`config.mk`:
```
export PLATFORM = sky130hd
export DESIGN_NAME = bitslip_aligner
export DESIGN_NICKNAME = d
export VERILOG_FILES = /design/src/rtl/bitslip_pkg.sv /design/src/rtl/bitslip_taps.sv /design/src/rtl/bitslip_match.sv /design/src/rtl/bitslip_lock.sv /design/src/rtl/bitslip_aligner.sv
export SDC_FILE = /design/constraint.sdc
export NUM_CORES = 1
export LEC_CHECK = 0
export BUFFER_PORTS_ARGS = -buffer_cell sky130_fd_sc_hd__buf_2
export CAP_MARGIN = 10
export CORE_MARGIN = 10
export CORE_UTILIZATION = 57
export CTS_CLUSTER_DIAMETER = 100
export DETAILED_ROUTE_END_ITERATION = 16
export HOLD_SLACK_MARGIN = 0.1
export PLACE_DENSITY = 0.81
export SLEW_MARGIN = 20
export SYNTH_ARGS = -nofsm -noshare
export SYNTH_HDL_FRONTEND = slang
export SYNTH_SLANG_ARGS = --single-unit
```
`constraint.sdc`:
```
create_clock -name clk -period 2.65 [get_ports clk]
set_clock_uncertainty 0.1 [all_clocks]
set_input_delay 0.1325 -clock clk [delete_from_list [all_inputs] [get_ports clk]]
set_output_delay 0.1325 -clock clk [all_outputs]
set_load 0.03 [all_outputs]
```
`src/rtl/bitslip_pkg.sv`:
```
package bitslip_pkg;
    localparam int          DEF_WORD_W   = 8;
    localparam logic [7:0]  DEF_PATTERN  = 8'h2F;
    localparam int          DEF_LOCK_RUN = 4;
endpackage

```
`src/rtl/bitslip_taps.sv`:
```
// Produces every W-bit slice of the 2W-bit window, one per bit offset.
module bitslip_taps #(
    parameter int W = 8
) (
    input  logic [2*W-1:0]       window,
    output logic [W-1:0][W-1:0]  cand
);
    for (genvar k = 0; k < W; k++) begin : g_tap
        assign cand[k] = window[k +: W];
    end
endmodule

```
`src/rtl/bitslip_match.sv`:
```
// Compares every candidate with the training byte; lowest matching offset wins.
module bitslip_match #(
    parameter int             W       = 8,
    parameter int             OFF_W   = 3,
    parameter logic [W-1:0]   PATTERN = 8'h2F
) (
    input  logic [W-1:0][W-1:0]  cand,
    output logic                 hit,
    output logic [OFF_W-1:0]     hit_idx
);
    logic [W-1:0] hits;

    for (genvar k = 0; k < W; k++) begin : g_cmp
        assign hits[k] = (cand[k] == PATTERN);
    end

    always_comb begin
        hit_idx = '0;
        for (int k = W - 1; k >= 0; k--) begin
            if (hits[k]) hit_idx = OFF_W'(k);
        end
    end

    assign hit = |hits;

    // the chosen offset matches and no lower offset does
    logic [W-1:0] below_mask;
    assign below_mask = (W'(1) << hit_idx) - W'(1);

    always_comb begin
        if (hit) begin
            a_r5_lowest_offset: assert (hits[hit_idx] && ((hits & below_mask) == '0))
                else $error("R5: offset priority violated");
        end
    end
endmodule

```
`src/rtl/bitslip_lock.sv`:
```
// Run counter and lock state: locks after LOCK_RUN consecutive hits at one offset.
module bitslip_lock #(
    parameter int OFF_W    = 3,
    parameter int LOCK_RUN = 4
) (
    input  logic              clk,
    input  logic              rst_n,
    input  logic              train_en,
    input  logic              in_valid,
    input  logic              have_prev,
    input  logic              hit,
    input  logic [OFF_W-1:0]  hit_idx,
    output logic              locked,
    output logic [OFF_W-1:0]  offset,
    output logic              restart
);
    localparam int CNT_W = $clog2(LOCK_RUN + 1);

    typedef struct packed {
        logic              train;
        logic              locked;
        logic [OFF_W-1:0]  off;
        logic [OFF_W-1:0]  run_off;
        logic [CNT_W-1:0]  cnt;
    } lock_st_t;

    lock_st_t st_d, st_q;
    logic     searching;
    logic [CNT_W-1:0] cnt_next;

    assign restart   = train_en && !st_q.train;
    assign searching = train_en && !st_q.locked && in_valid && have_prev;

    always_comb begin
        st_d       = st_q;
        st_d.train = train_en;
        cnt_next   = CNT_W'(1);
        if (st_q.cnt != '0 && hit_idx == st_q.run_off) begin
            cnt_next = st_q.cnt + CNT_W'(1);
        end
        if (restart) begin
            st_d.locked  = 1'b0;
            st_d.off     = '0;
            st_d.run_off = '0;
            st_d.cnt     = '0;
        end else if (searching) begin
            if (hit) begin
                st_d.run_off = hit_idx;
                st_d.cnt     = cnt_next;
                if (cnt_next == CNT_W'(LOCK_RUN)) begin
                    st_d.locked = 1'b1;
                    st_d.off    = hit_idx;
                    st_d.cnt    = '0;
                end
            end else begin
                st_d.cnt = '0;
            end
        end
    end

    always_ff @(posedge clk or negedge rst_n) begin
        if (!rst_n) st_q <= '0;
        else        st_q <= st_d;
    end

    assign locked = st_q.locked;
    assign offset = st_q.off;

    a_r6_offset_frozen: assert property (@(posedge clk) disable iff (!rst_n)
        (locked && $past(locked)) |-> $stable(offset))
        else $error("R6: offset moved while locked");

    a_r3_lock_needs_train: assert property (@(posedge clk) disable iff (!rst_n)
        $rose(locked) |-> $past(train_en))
        else $error("R3: lock without training");

    a_r4_lock_on_hit: assert property (@(posedge clk) disable iff (!rst_n)
        $rose(locked) |-> ($past(hit && in_valid && have_prev) && offset == $past(hit_idx)))
        else $error("R4: lock not caused by a matching word");

    a_r7_restart_clears: assert property (@(posedge clk) disable iff (!rst_n)
        $rose(train_en) |=> !locked)
        else $error("R7: restart did not clear lock");
endmodule

```
`src/rtl/bitslip_aligner.sv`:
```
// Top: previous-word register, window, search, lock and framed output register.
module bitslip_aligner
    import bitslip_pkg::*;
#(
    parameter int                        W        = DEF_WORD_W,
    parameter logic [DEF_WORD_W-1:0]     PATTERN  = DEF_PATTERN,
    parameter int                        LOCK_RUN = DEF_LOCK_RUN,
    localparam int                       OFF_W    = $clog2(W)
) (
    input  logic              clk,
    input  logic              rst_n,
    input  logic [W-1:0]      in_data,
    input  logic              in_valid,
    input  logic              train_en,
    output logic [W-1:0]      out_data,
    output logic              out_valid,
    output logic              aligned,
    output logic [OFF_W-1:0]  offset
);
    typedef struct packed {
        logic [W-1:0]  prev;
        logic          have;
        logic [W-1:0]  odata;
        logic          ovalid;
    } top_st_t;

    top_st_t st_d, st_q;

    logic [2*W-1:0]       window;
    logic [W-1:0][W-1:0]  cand;
    logic                 hit;
    logic [OFF_W-1:0]     hit_idx;
    logic                 locked;
    logic [OFF_W-1:0]     lock_off;
    logic                 restart;

    assign window = {in_data, st_q.prev};

    bitslip_taps #(.W(W)) u_taps (
        .window (window),
        .cand   (cand)
    );

    bitslip_match #(.W(W), .OFF_W(OFF_W), .PATTERN(W'(PATTERN))) u_match (
        .cand    (cand),
        .hit     (hit),
        .hit_idx (hit_idx)
    );

    bitslip_lock #(.OFF_W(OFF_W), .LOCK_RUN(LOCK_RUN)) u_lock (
        .clk       (clk),
        .rst_n     (rst_n),
        .train_en  (train_en),
        .in_valid  (in_valid),
        .have_prev (st_q.have),
        .hit       (hit),
        .hit_idx   (hit_idx),
        .locked    (locked),
        .offset    (lock_off),
        .restart   (restart)
    );

    always_comb begin
        st_d        = st_q;
        st_d.ovalid = in_valid && locked;
        if (in_valid && locked) begin
            st_d.odata = cand[lock_off];
        end
        if (restart) begin
            st_d.have = 1'b0;
        end else if (in_valid) begin
            st_d.prev = in_data;
            st_d.have = 1'b1;
        end
    end

    always_ff @(posedge clk or negedge rst_n) begin
        if (!rst_n) st_q <= '0;
        else        st_q <= st_d;
    end

    assign out_data  = st_q.odata;
    assign out_valid = st_q.ovalid;
    assign aligned   = locked;
    assign offset    = lock_off;

    a_r8_valid_after_locked_word: assert property (@(posedge clk) disable iff (!rst_n)
        out_valid |-> $past(aligned && in_valid))
        else $error("R8: out_valid without an aligned input word");

    a_r8_quiet_unlocked: assert property (@(posedge clk) disable iff (!rst_n)
        (!aligned && !$past(aligned)) |-> !out_valid)
        else $error("R8: out_valid while unaligned");

    a_r2_hold_output: assert property (@(posedge clk) disable iff (!rst_n)
        !$past(in_valid) |-> $stable(out_data))
        else $error("R2: out_data changed without input");
endmodule

```
---- Yosys cells after proc, flatten, opt, wreduce, memory -nomap -nowiden ----
Index checks and enable logic that the tools add are counted.
word-level totals
  flip-flop bits (word level) ............. 29
  input port bits ......................... 12
  output and inout bits ................... 13
  logic and storage cells ................. 58
cells by class
  $add $sub $neg .......................... 1
  order comparisons ....................... 1
  equal/unequal tests ..................... 10
  muxes and demuxes ....................... 19
  bitwise logic cells ..................... 1
  reduce and logical (&&, ||, !) cells .... 17
operator list
  kind                                                         count
  equality test 8 x 6 -> 1 bit (second input constant)         8
  2-to-1 mux 3 bit                                             11
  binary-select mux 8 bit (select 3 bit)                       1
  2-to-1 mux 10 bit                                            2
  2-to-1 mux 8 bit                                             1
  nonzero test 2 bit                                           4
  OR reduction 8 bit                                           1
  2-to-1 mux 7 bit                                             1
  logical AND 1 bit                                            6
  less-than comparator 3 x 4 -> 1 bit (second input constant)  1
  2-to-1 mux 4 bit                                             1
  AND reduction 2 bit                                          2
  adder 3 x 1 -> 3 bit (second input constant)                 1
  equality test 3 bit                                          1
  equality test 3 bit (second input constant)                  1
  AND reduction 3 bit                                          1
  nonzero test 3 bit                                           1
  zero test 1 bit                                              2
  2-to-1 mux 1 bit                                             2
  NOT 1 bit                                                    1

---- Logic depth before layout (Yosys ltp) ----
Gate-level depths: netlist of the first run.
  word-level depth ........................ 17
  gate-level depth with buffers ........... 8
  gate-level depth less buffers ........... 7

---- Modules after synthesis ----
A second synthesis of the first run with hierarchy kept.
unflattened totals
  cell total of the unflattened synthesis .. 278
  area total of the unflattened synthesis .. 2661.3 um^2
modules (own cells, without submodules)
  module           times used  cells an instance  area an instance (um^2)  seq. area each (um^2)
  bitslip_aligner  1           115                1295.0                   450.4
  bitslip_lock     1           61                 609.3                    275.3
  bitslip_taps     1           64                 480.5                    0.0
  bitslip_match    1           38                 276.5                    0.0

---- Worst setup path after synthesis of the first run ----
OpenSTA, ideal clock, no wires.
  path kind ............................... flip-flop to flip-flop
  start point ............................. register st_q[16] (netlist name)
  end point ............................... register u_lock.st_q, in the netlist u_lock.offset[0]
  setup time .............................. 0.079 ns
  arrival ................................. 2.009 ns
  required time ........................... 2.471 ns
  path slack .............................. 0.461 ns
  stages on the path, launching flop included .. 9
  path buffers ............................ 1
  clock period less this slack ............ 2.189 ns
  cell sequence ........................... dfrtp_1 > buf_2 > nand4b_1 > nor4b_2 > o21ai_2 > a41o_1 > or3_4 > nor3_4 > mux2i_1
on the way
  longest elaborated chain between the ends .. 14
  elaborated cells between the ends (all ways) .. 26
  classes of those cells .................. 9 x eq/ne; 12 x mux; 5 x reduce/logical
RTL lines
  what                            line                   source
  start, declared                 bitslip_aligner.sv:27  top_st_t st_d, st_q;
  start signal, assigned          bitslip_aligner.sv:79  else st_q <= st_d;
  equality test 8 x 6 -> 1 bit    bitslip_match.sv:14    assign hits[k] = (cand[k] == PATTERN);
  2-to-1 mux 3 bit (7 in series)  bitslip_match.sv:20    if (hits[k]) hit_idx = OFF_W'(k);
  equality test 3 bit             bitslip_lock.sv:38     if (st_q.cnt != '0 && hit_idx == st_q.run_off) begin
  logical AND 1 bit               bitslip_lock.sv:38
  2-to-1 mux 3 bit                bitslip_lock.sv:38
  equality test 3 bit             bitslip_lock.sv:50     if (cnt_next == CNT_W'(LOCK_RUN)) begin
  nonzero test 2 bit (no line)    n/a
  AND reduction 3 bit (no line)   n/a
  end signal, assigned            bitslip_lock.sv:63     else st_q <= st_d;
  end, declared                   bitslip_lock.sv:27     lock_st_t st_d, st_q;
Several ways; a longest one is shown, not always the timed one. The select of a mux whose other input is x is not followed.
A chain may end at the register's enable or synchronous reset.

---- Final worst setup path of the first run ----
  start point ............................. input port in_data[3]
  end point ............................... register u_lock.st_q, in the netlist u_lock.offset[0]
on the way
  longest elaborated chain between the ends .. 15
  elaborated cells between the ends (all ways) .. 24
  classes of those cells .................. 6 x eq/ne; 13 x mux; 5 x reduce/logical
RTL lines
  what                            line                   source
  start, declared                 bitslip_aligner.sv:12  input logic [W-1:0] in_data,
  equality test 8 x 6 -> 1 bit    bitslip_match.sv:14
  2-to-1 mux 3 bit (8 in series)  bitslip_match.sv:20
  equality test 3 bit             bitslip_lock.sv:38
  logical AND 1 bit               bitslip_lock.sv:38
  2-to-1 mux 3 bit                bitslip_lock.sv:38
  equality test 3 bit             bitslip_lock.sv:50
  nonzero test 2 bit (no line)    n/a
  AND reduction 3 bit (no line)   n/a
Several ways; a longest one is shown, not always the timed one. The select of a mux whose other input is x is not followed.

==> summary by stage, run 1 <==
Global route
The via count of the first global-routing pass is roughly 1400. The overall global routing resource usage is a little over an eighth. The number of antenna violations at the first check in global routing is 0. Entering global routing, the biggest net connects 30 pins. The total overflow left after global routing is 0. The first-pass GRT wire length is about 6500 um.

Timing
Setup violations remaining at the end of the flow were counted as 0. Setup repair after global routing left no endpoint under its margin. The number of hold-slack violations in the final timing report is 0. The max-slew violation total from the final report is 0.

The worst path meets setup with 0.128 ns of slack. The maximum frequency from static timing analysis is around 400 MHz. The smallest clock period supported by the final layout is computed as between 2 and 3 ns. The actual transition at the worst max-transition pin is 0.703 ns. The sum of negative setup slack is 0 ns. The post-route clock period utilization is between 90% and 100%. The headroom to the max-slew limit is between 50% and 60%. Hold timing on the final database bottoms out at a slack of 0.245 ns.

Finish
The count of cells in the finished layout, fillers not included, comes to 240. The final layout contains 210 nets. Relative to the synthesized area, the layout overhead comes to 15.6%. The final antenna diode count is 0. The final instance area is roughly 2100 um2. Fill cells in the final layout number 243. The proportion of layout cells with a drive suffix above 1 is 27.0%.

Clock tree
Post-CTS repair changed the size of 0 cells. The clock-pin transition on the worst setup and hold timing paths is about 0.09 ns. The H-tree depth reported by CTS is 2. TritonCTS built the clock tree. The total clock sinks is 29. The total CTS buffers is 5.

Clock latency on the worst-skew pair, taken at its later pin, is approximately 0.33 ns. The number of buffers on the longest clock path is 2. The root buffer cell is clkbuf_4.

Yosys
The fraction of registers with async set or reset after synthesis is 100%. In this run, synthesis inferred 0 flip-flops with an integrated enable. Yosys attributes the largest share of cell area to dfrtp_1 40%, mux4_2 9.9%, mux2i_1 9.3%, mux2_2 4.9%, nor2_1 3.7%. The number of nets in the synthesized netlist is around 180. The post-synthesis sequential element count is 29. Summed over all instances, the cell type with the most area after synthesis is dfrtp_1.

The dominant register cell in the synthesized netlist is dfrtp_1. Summed over its instances, the top area cell type makes up 39.8% of the synthesized netlist area. Synthesis produced about 170 cells. The number of different library cells in the post-synthesis netlist is between 40 and 50. The commonest cells after synthesis are 29 x dfrtp_1, 18 x nor2_1, 17 x mux2i_1. The post-synthesis area per instance is about 11 um2.

Yosys instantiated no cell more often than dfrtp_1. The area of the mapped netlist is approximately 1800 um2. The post-synthesis sequential area ratio is roughly two fifths. For this run, the number of Yosys warnings is 0.

Detailed routing
The remaining antenna violation count is 0. For this block, the routed nets add up to slightly below 4000 um of wire. The number of DRC violations after detailed-routing iteration 0 is 97. The pre-antenna-repair detailed-routing pass consisted of 4 iterations. The via density per instance is approximately 5.8. The total number of vias is between 1000 and 1500. After detailed routing, the average wire length per cell comes to between 15 and 20 um. The detailed-route DRC error count is 0.

Floorplan
The I/O pin count is 25. The floorplan step set the die width to between 70 and 80 um. The die covers just under 6000 um2. In this run the core area contains 20 standard-cell rows. The starting utilization of the core area is 59.8%. From bottom edge to top edge, the die measures 76.6 um. After floorplanning, the core was sized to cover around 3100 um2.

Placed design
Including well taps, the total number of placed cells is 222. The placed cell area is approximately 1900 um2. The HPWL after detailed placement is between 2000 and 3000 um. During placement, the flow inserted port buffers numbering 24.

Before CTS, the worst setup slack after placement is around 0.23 ns. The final weighted congestion in routability-driven placement is between 0.8 and 0.9.

Worst setup path
The kind of critical path is in2reg. The stage delay of the slowest cell on the critical path is 0.54 ns. Data on the critical path arrives at its endpoint at 2.68 ns. STA classifies the critical path endpoint as a flip-flop. Along the worst path, the maximum fanout reaches 7. The worst-path cell with the longest stage delay is dlygate4sd3_1. For the worst setup path, the data required time is around 2.8 ns. The critical path startpoint category is an input port. The signal on the critical path passes through dlygate4sd3_1 > buf_2 > nand4bb_1 > nor4b_1 > nor3_2 > xnor2_1 > or3_4 > nor3_4 > mux2i_1.

Job
Across the run, the number of max-cap violations was 0.

Power and ir drop
The maximum vdd drop is 0.000380 V. The leakage power is around 0.87 nW. For this design the ratio of total power to cell area is 426 nW/um2.

Worst hold path
The path class of the tightest hold or removal check is in2async.

Outcome
The flow ran to the end, and the final reports show no timing, DRC or antenna violations.
-- worst max-delay path, delay by kind of cell --
family / cells / cell delay [ns]
and+or+nand+nor: 5 / 1.43
buffers and inverters: 2 / 0.71
muxes: 1 / 0.25
xor gates and xnor gates: 1 / 0.16
-- cell type report --
class                      count  area [um2]  area share (%)
inverter                       3        11.3           0.534
tap                           44        55.1            2.61
sequential                    29         726            34.4
clock buffer                   7        55.1            2.61
timing repair buffer          35         230            10.9
multi-input combinational    122        1030            48.9
-- per-layer routing --
| layer | share of wire, % | vias to the layer above | track usage, % |
|---|---|---|---|
| li1 | - | 674 | - |
| met1 | 44 | 653 | 15.8 |
| met2 | 47 | 44 | 21.9 |
| met3 | 6.9 | 10 | 5.07 |
| met4 | 2.0 | 0 | 5.95 |
| met5 | 0 | - | 0 |
-- where the power goes --
part,internal [W],leakage (nW),total (W),switching (W)
combinational,0.0000750,0.457,0.000139,0.0000639
clock,0.000125,0.0314,0.000267,0.000143
sequential,0.000461,0.382,0.000492,0.0000307
total,0.000661,0.871,0.000898,0.000237
-- timing repair --
action	in CTS	in global routing
hold endpoints to repair	39	0
endpoints found under the setup margin	0	0
buffers inserted	0	0
hold buffers	11	0
-- kinds of logic after synthesis --
kind of cell,after synthesis,share of synthesized area [%]
AOI/OAI and AO/OA,27,10.1
xor gates and xnor gates,2,0.960
adders and majority gates,2,1.37
buffers and inverters,14,3.63
DFF,29,39.8
muxes,33,24.1
and+or+nand+nor,58,20.0
-- registers in the layout (all words and copies together), names as in the netlist --
register,cells
out_valid,1
out_data,8
u_lock.offset,3
u_lock.st_q,7
st_q,9
u_lock.locked,1
-- per-stage QoR --
step / total power [W] / util [%]
5_1_grt: 0.000943 / 69.1
3_5_place_dp: 0.000625 / 63.7
3_3_place_gp: 0.000618 / 63.7
4_1_cts: 0.000905 / 69.1
2_1_floorplan: 0.000576 / -
6_report: 0.000898 / 69.1
-- placed cells by master, fill, tap and decap left out, types with 2 or more instances in the layout --
cell / synthesis / routed
o21a_1: 2 / 2
a21oi_1: 12 / 12
xnor2_1: 2 / 2
mux2i_1: 17 / 17
buf_2: 2 / 24
nand4b_1: 4 / 4
mux2_2: 8 / 8
nand2_1: 14 / 14
nand4bb_1: 5 / 5
a21o_1: 2 / 2
dlygate4sd3_1: 0 / 11
ha_1: 2 / 2
nor2_1: 18 / 18
dfrtp_1: 29 / 29
clkbuf_4: 0 / 5
mux4_2: 8 / 8
and4b_1: 2 / 2
nor2b_1: 4 / 4
inv_1: 3 / 3
-- worst paths after layout --
path	start	end	slack (ns)	cells past startpoint
max	in_data[3]	u_lock.offset[0]	0.13	9
min	rst_n	out_data[0]	0.24	2
max reg2reg	st_q[16]	u_lock.offset[0]	0.20	7
min reg2reg	st_q[9]	st_q[9]	0.42	2
max in group asynchronous	rst_n	st_q[15]	1.79	2
min in group clk	st_q[9]	st_q[9]	0.42	2
No activity file was read; power rests on OpenSTA's default activity.
==> run 2, diff against run 1 <==
--- a/config.mk
+++ b/config.mk
@@ -5,6 +5,7 @@
 export SDC_FILE = /design/constraint.sdc
 export NUM_CORES = 1
 export LEC_CHECK = 0
+export ABC_AREA = 1
 export BUFFER_PORTS_ARGS = -buffer_cell sky130_fd_sc_hd__buf_2
 export CAP_MARGIN = 10
 export CORE_MARGIN = 10
@@ -12,7 +13,7 @@
 export CTS_CLUSTER_DIAMETER = 100
 export DETAILED_ROUTE_END_ITERATION = 16
 export HOLD_SLACK_MARGIN = 0.1
-export PLACE_DENSITY = 0.81
+export PLACE_DENSITY = 0.8
 export SLEW_MARGIN = 20
 export SYNTH_ARGS = -nofsm -noshare
 export SYNTH_HDL_FRONTEND = slang
==> summary by stage, run 2 <==
Timing
The number of hold-slack violations in the final timing report is 0 (unchanged). The worst hold margin is 0.123 ns (was 0.245 ns). The time the worst path needs with I/O delays and setup is 1.96 ns (was 2.52 ns).

The setup-violating endpoint count in the final report was 0 (unchanged). The max-slew violation total from the final report is 0 (unchanged). The maximum frequency from static timing analysis was 510 MHz (was 396 MHz). The headroom to the max-slew limit is 57.2% (was 53.1%).

The actual transition at the worst max-transition pin is 0.643 ns (was 0.703 ns). RSZ-0062 raised after global routing: no (unchanged). The post-route clock period utilization came to 74.1% (was 95.2%). The sum of negative setup slack was 0 ns (unchanged).

Floorplan
The I/O pin count was 25 (unchanged). The number of standard-cell rows in the floorplan is 21 (was 20). The die area is 6350 um2 (was 5860 um2).

The starting utilization of the core area is 59.9% (was 59.8%). The overall die height is 79.7 um (was 76.6 um). The width of the die came to 79.7 um (was 76.6 um). The core area is 3390 um2 (was 3050 um2).

Finish
The number of fillers in the final layout came to 283 (was 243). The final antenna diode count is 0 (unchanged). The multi-input gate area in the final layout came to 1120 um2 (was 1030 um2). Top library cells by usage in the layout, fill and taps aside: 73 x nand2_1, 33 x nor2_1, 29 x o21ai_0, 29 x dfrtp_1, 25 x inv_1 (was 29 x dfrtp_1, 24 x buf_2, 18 x nor2_1). The number of nets in the final layout was 325 (was 210).

The area occupied by registers was 726 um2 (unchanged). The proportion of layout cells with a drive suffix above 1 is 19.9% (was 27.0%). The area growth from synthesis to layout is 13.5% (was 15.6%). The register containing the most flip-flops in the final layout is st_q (unchanged). The number of non-filler instances in the completed layout is 358 (was 240). The flip-flop count of the largest register after layout is 9 (unchanged). The most common cell after layout, fill and taps aside is nand2_1 (was dfrtp_1).

Worst setup path
The required time at the worst-slack endpoint is 2.77 ns (was 2.80 ns). The end of the worst register-to-register path is u_lock.offset[1] (was u_lock.offset[0]). Critical-path cell list: inv_2 > nand2_1 > nor2_1 > nand2_2 > nand2_2 > inv_2 > nand4_2 > nand2_1 > nor2_2 > nand3_4 > nand3_1 > nand2_1 (was dlygate4sd3_1 > buf_2 > nand4bb_1 > nor4b_1 > nor3_2 > xnor2_1 > or3_4 > nor3_4 > mux2i_1). The sort of element at the end of the critical path is a flip-flop (unchanged). The worst-path cell with the longest stage delay is dfrtp_1 (was dlygate4sd3_1). The top fanout value on the critical path was 6 (was 7). The critical path startpoint category is a flip-flop (was input port). The startpoint of the worst-slack reg-to-reg timing path is st_q[17] (was st_q[16]).

The kind of critical path was reg2reg (was in2reg). The data arrival time of the critical path is 2.09 ns (was 2.68 ns). The worst reg-to-reg path cell count came to 12 (was 7).

Counting stages on the worst path, the most repeated cell is nand2_1. The register-to-register setup slack is 0.69 ns (was 0.20 ns). The stage delay of the slowest cell on the critical path was 0.48 ns (was 0.54 ns).

Placed design
The HPWL after detailed placement is 3550 um (was 2900 um). The number of instances in the placed design is 340 (was 222). The final weighted congestion in routability-driven placement is 0.940 (was 0.892). The total of buffers placed on input and output ports came to 24 (unchanged).

Power and ir drop
The leakage power was 1.12 nW (was 0.871 nW). The net switching power of the design is 0.000351 W (was 0.000237 W). The power density of the placed cells is 462 nW/um2 (was 426 nW/um2). The clock network power share is 29.8% (about the same).

The power share of the sequential group came to 48.8% (was 54.8%). The design internal power is 0.000714 W (was 0.000661 W). The maximum vdd drop is 0.000258 V (was 0.000380 V). The logic gate share of total power is 21.4% (was 15.5%). The switching portion of total power was 32.9% (was 26.4%).

Global route
The number of antenna violations at the first check in global routing is 0 (unchanged). The via count of the first global-routing pass came to 1798 (was 1407). The maximum number of pins on one net before global-route repair is 30 (unchanged).

The first-pass GRT wire length is 8350 um (was 6510 um). The overall overflow remaining after global route was 0 (unchanged). The overall global routing resource usage is 16.3% (was 13.6%).

Yosys
The number of warnings reported in the yosys synthesis log is 0 (unchanged). The dominant register cell in the synthesized netlist is dfrtp_1 (unchanged). The fraction of registers with async set or reset after synthesis was 100% (unchanged). The post-synthesis area per instance came to 7.18 um2 (was 11.1 um2). Leading cell types by total area after synthesis: dfrtp_1 36%, nand2_1 13%, o21ai_0 7.1%, nor2_1 6.1%, inv_1 4.6% (was dfrtp_1 40%, mux4_2 9.9%, mux2i_1 9.3%, mux2_2 4.9%, nor2_1 3.7%). The dominant cell type by area after synthesis is dfrtp_1 (unchanged).

The gate count of the mapped netlist is 283 (was 165). The leading cell type by number of instances after synthesis is nand2_1 (was dfrtp_1). The number of different library cells in the post-synthesis netlist came to 36 (was 41).

The post-synthesis sequential area ratio is 35.7% (was 39.8%). Commonest cells in the netlist: 73 x nand2_1, 33 x nor2_1, 29 x dfrtp_1, 29 x o21ai_0, 25 x inv_1 (was 29 x dfrtp_1, 18 x nor2_1, 17 x mux2i_1). The proportion of netlist area held by the largest area contributor is 35.7% (was 39.8%). The count of flip-flops with a built-in enable after synthesis is 0 (unchanged).

The synthesized net count is 297 (was 179). The area of the mapped netlist came to 2030 um2 (was 1820 um2). The post-synthesis sequential element count came to 29 (unchanged).

Detailed routing
The detailed-route DRC error count was 0 (unchanged). The via density per instance is 5.35 (was 5.75). The remaining antenna violation count is 0 (unchanged). The total length of routed wires is 4760 um (was 3860 um). The final routed wire length divided by cell count was 13.3 um (was 16.1 um). The number of DRC violations after detailed-routing iteration 0 came to 115 (was 97). The count of TritonRoute iterations in the first routing pass is 4 (unchanged). The total number of vias is 1916 (was 1381).

Clock tree
The total CTS buffers is 5 (unchanged). The total clock sinks was 29 (unchanged). The TritonCTS clock tree is done (unchanged).

The number of buffers on the longest clock path came to 2 (unchanged). The clock-pin transition on the worst setup and hold timing paths is 0.10 ns (was 0.09 ns). The number of hold-repair buffers added at the cts stage is 10 (was 11).

The root buffer cell is clkbuf_4 (unchanged). The insertion delay to the later sink of the worst-skew pair is 0.34 ns (was 0.33 ns). The buffer count from post-CTS setup fixing is 0 (unchanged).

The H-tree depth reported by CTS is 2 (unchanged). The total of cells resized after clock tree synthesis is 0 (unchanged).

Worst hold path
In this run the most critical hold path is launched from in_data[3]. For hold timing, the worst endpoint is st_q[13]. The worst hold-check path type is in2reg (was in2async). The worst hold path was traced through 3 stages.

Outcome
Outcome: finished clean (unchanged).

Job
The number of violations of the max-capacitance limit is 0 (unchanged).
[run 2: critical path: cells and delay by family (launching register included)]
kind | cells | cell delay [ns]
AND/OR/NAND/NOR | 10 | 1.07
flip-flops | 1 | 0.48
buffers and inverters | 2 | 0.20
[run 2: metal layers]
metal | wire (um) | track usage (%) | up-vias | part of all wire (%)
li1 | - | - | 972 | -
met5 | 0 | 0 | - | 0
met3 | 354 | 5.52 | 10 | 7.4
met4 | 87 | 6.99 | 0 | 1.8
met1 | 2220 | 20.5 | 878 | 47
met2 | 2100 | 24.7 | 56 | 44
[run 2: worst max path at each step]
stage / startpoint / end / slack [ns]
2_1_floorplan: st_q[16] / u_lock.offset[0] / 0.89
3_3_place_gp: u_lock.offset[0] / out_data[5] / 0.75
3_5_place_dp: st_q[17] / u_lock.offset[0] / 0.72
4_1_cts: in_data[2] / u_lock.offset[0] / 0.70
5_1_grt: train_en / st_q[12] / 0.44
6_report: st_q[17] / u_lock.offset[1] / 0.69
[run 2: kinds of logic after synthesis]
kind of cell	count (synthesis)	synth area share (%)
AOI/OAI and AO/OA	50	13.7
xor gates and xnor gates	2	1.23
adders and majority gates	2	1.23
buffers and inverters	43	9.17
DFF	29	35.7
muxes	2	0.985
and+or+nand+nor	155	37.9
[run 2: area by class of cell]
type                            instances  area share, %
Multi-Input combinational cell        211           48.6
Sequential cell                        29           31.5
Timing Repair Buffer                   34           9.55
Inverter                               30           4.88
Clock buffer                            7           2.82
Tap cell                               46           2.50
Clock inverter                          1          0.217
[run 2: metrics by stage]
stage | power [W] | util (%) | worst slack (ns) | area (um2)
finish | 0.00106 | 68.0 | 0.687 | 2310
global route | 0.00113 | 68.0 | 0.443 | 2310
CTS | 0.00107 | 68.0 | 0.696 | 2310
detailed placement | 0.000744 | 63.0 | 0.720 | 2140
global placement | 0.000740 | 63.0 | 0.750 | 2140
floorplan | 0.000673 | - | 0.892 | 2030
[run 2: power by group through the flow]
stage | logic, W | registers, W | clock network (W)
floorplan | 0.000110 | 0.000563 | 0
global placement | 0.000214 | 0.000526 | 0
detailed placement | 0.000217 | 0.000527 | 0
CTS | 0.000230 | 0.000519 | 0.000322
global route | 0.000259 | 0.000526 | 0.000344
finish | 0.000228 | 0.000519 | 0.000317
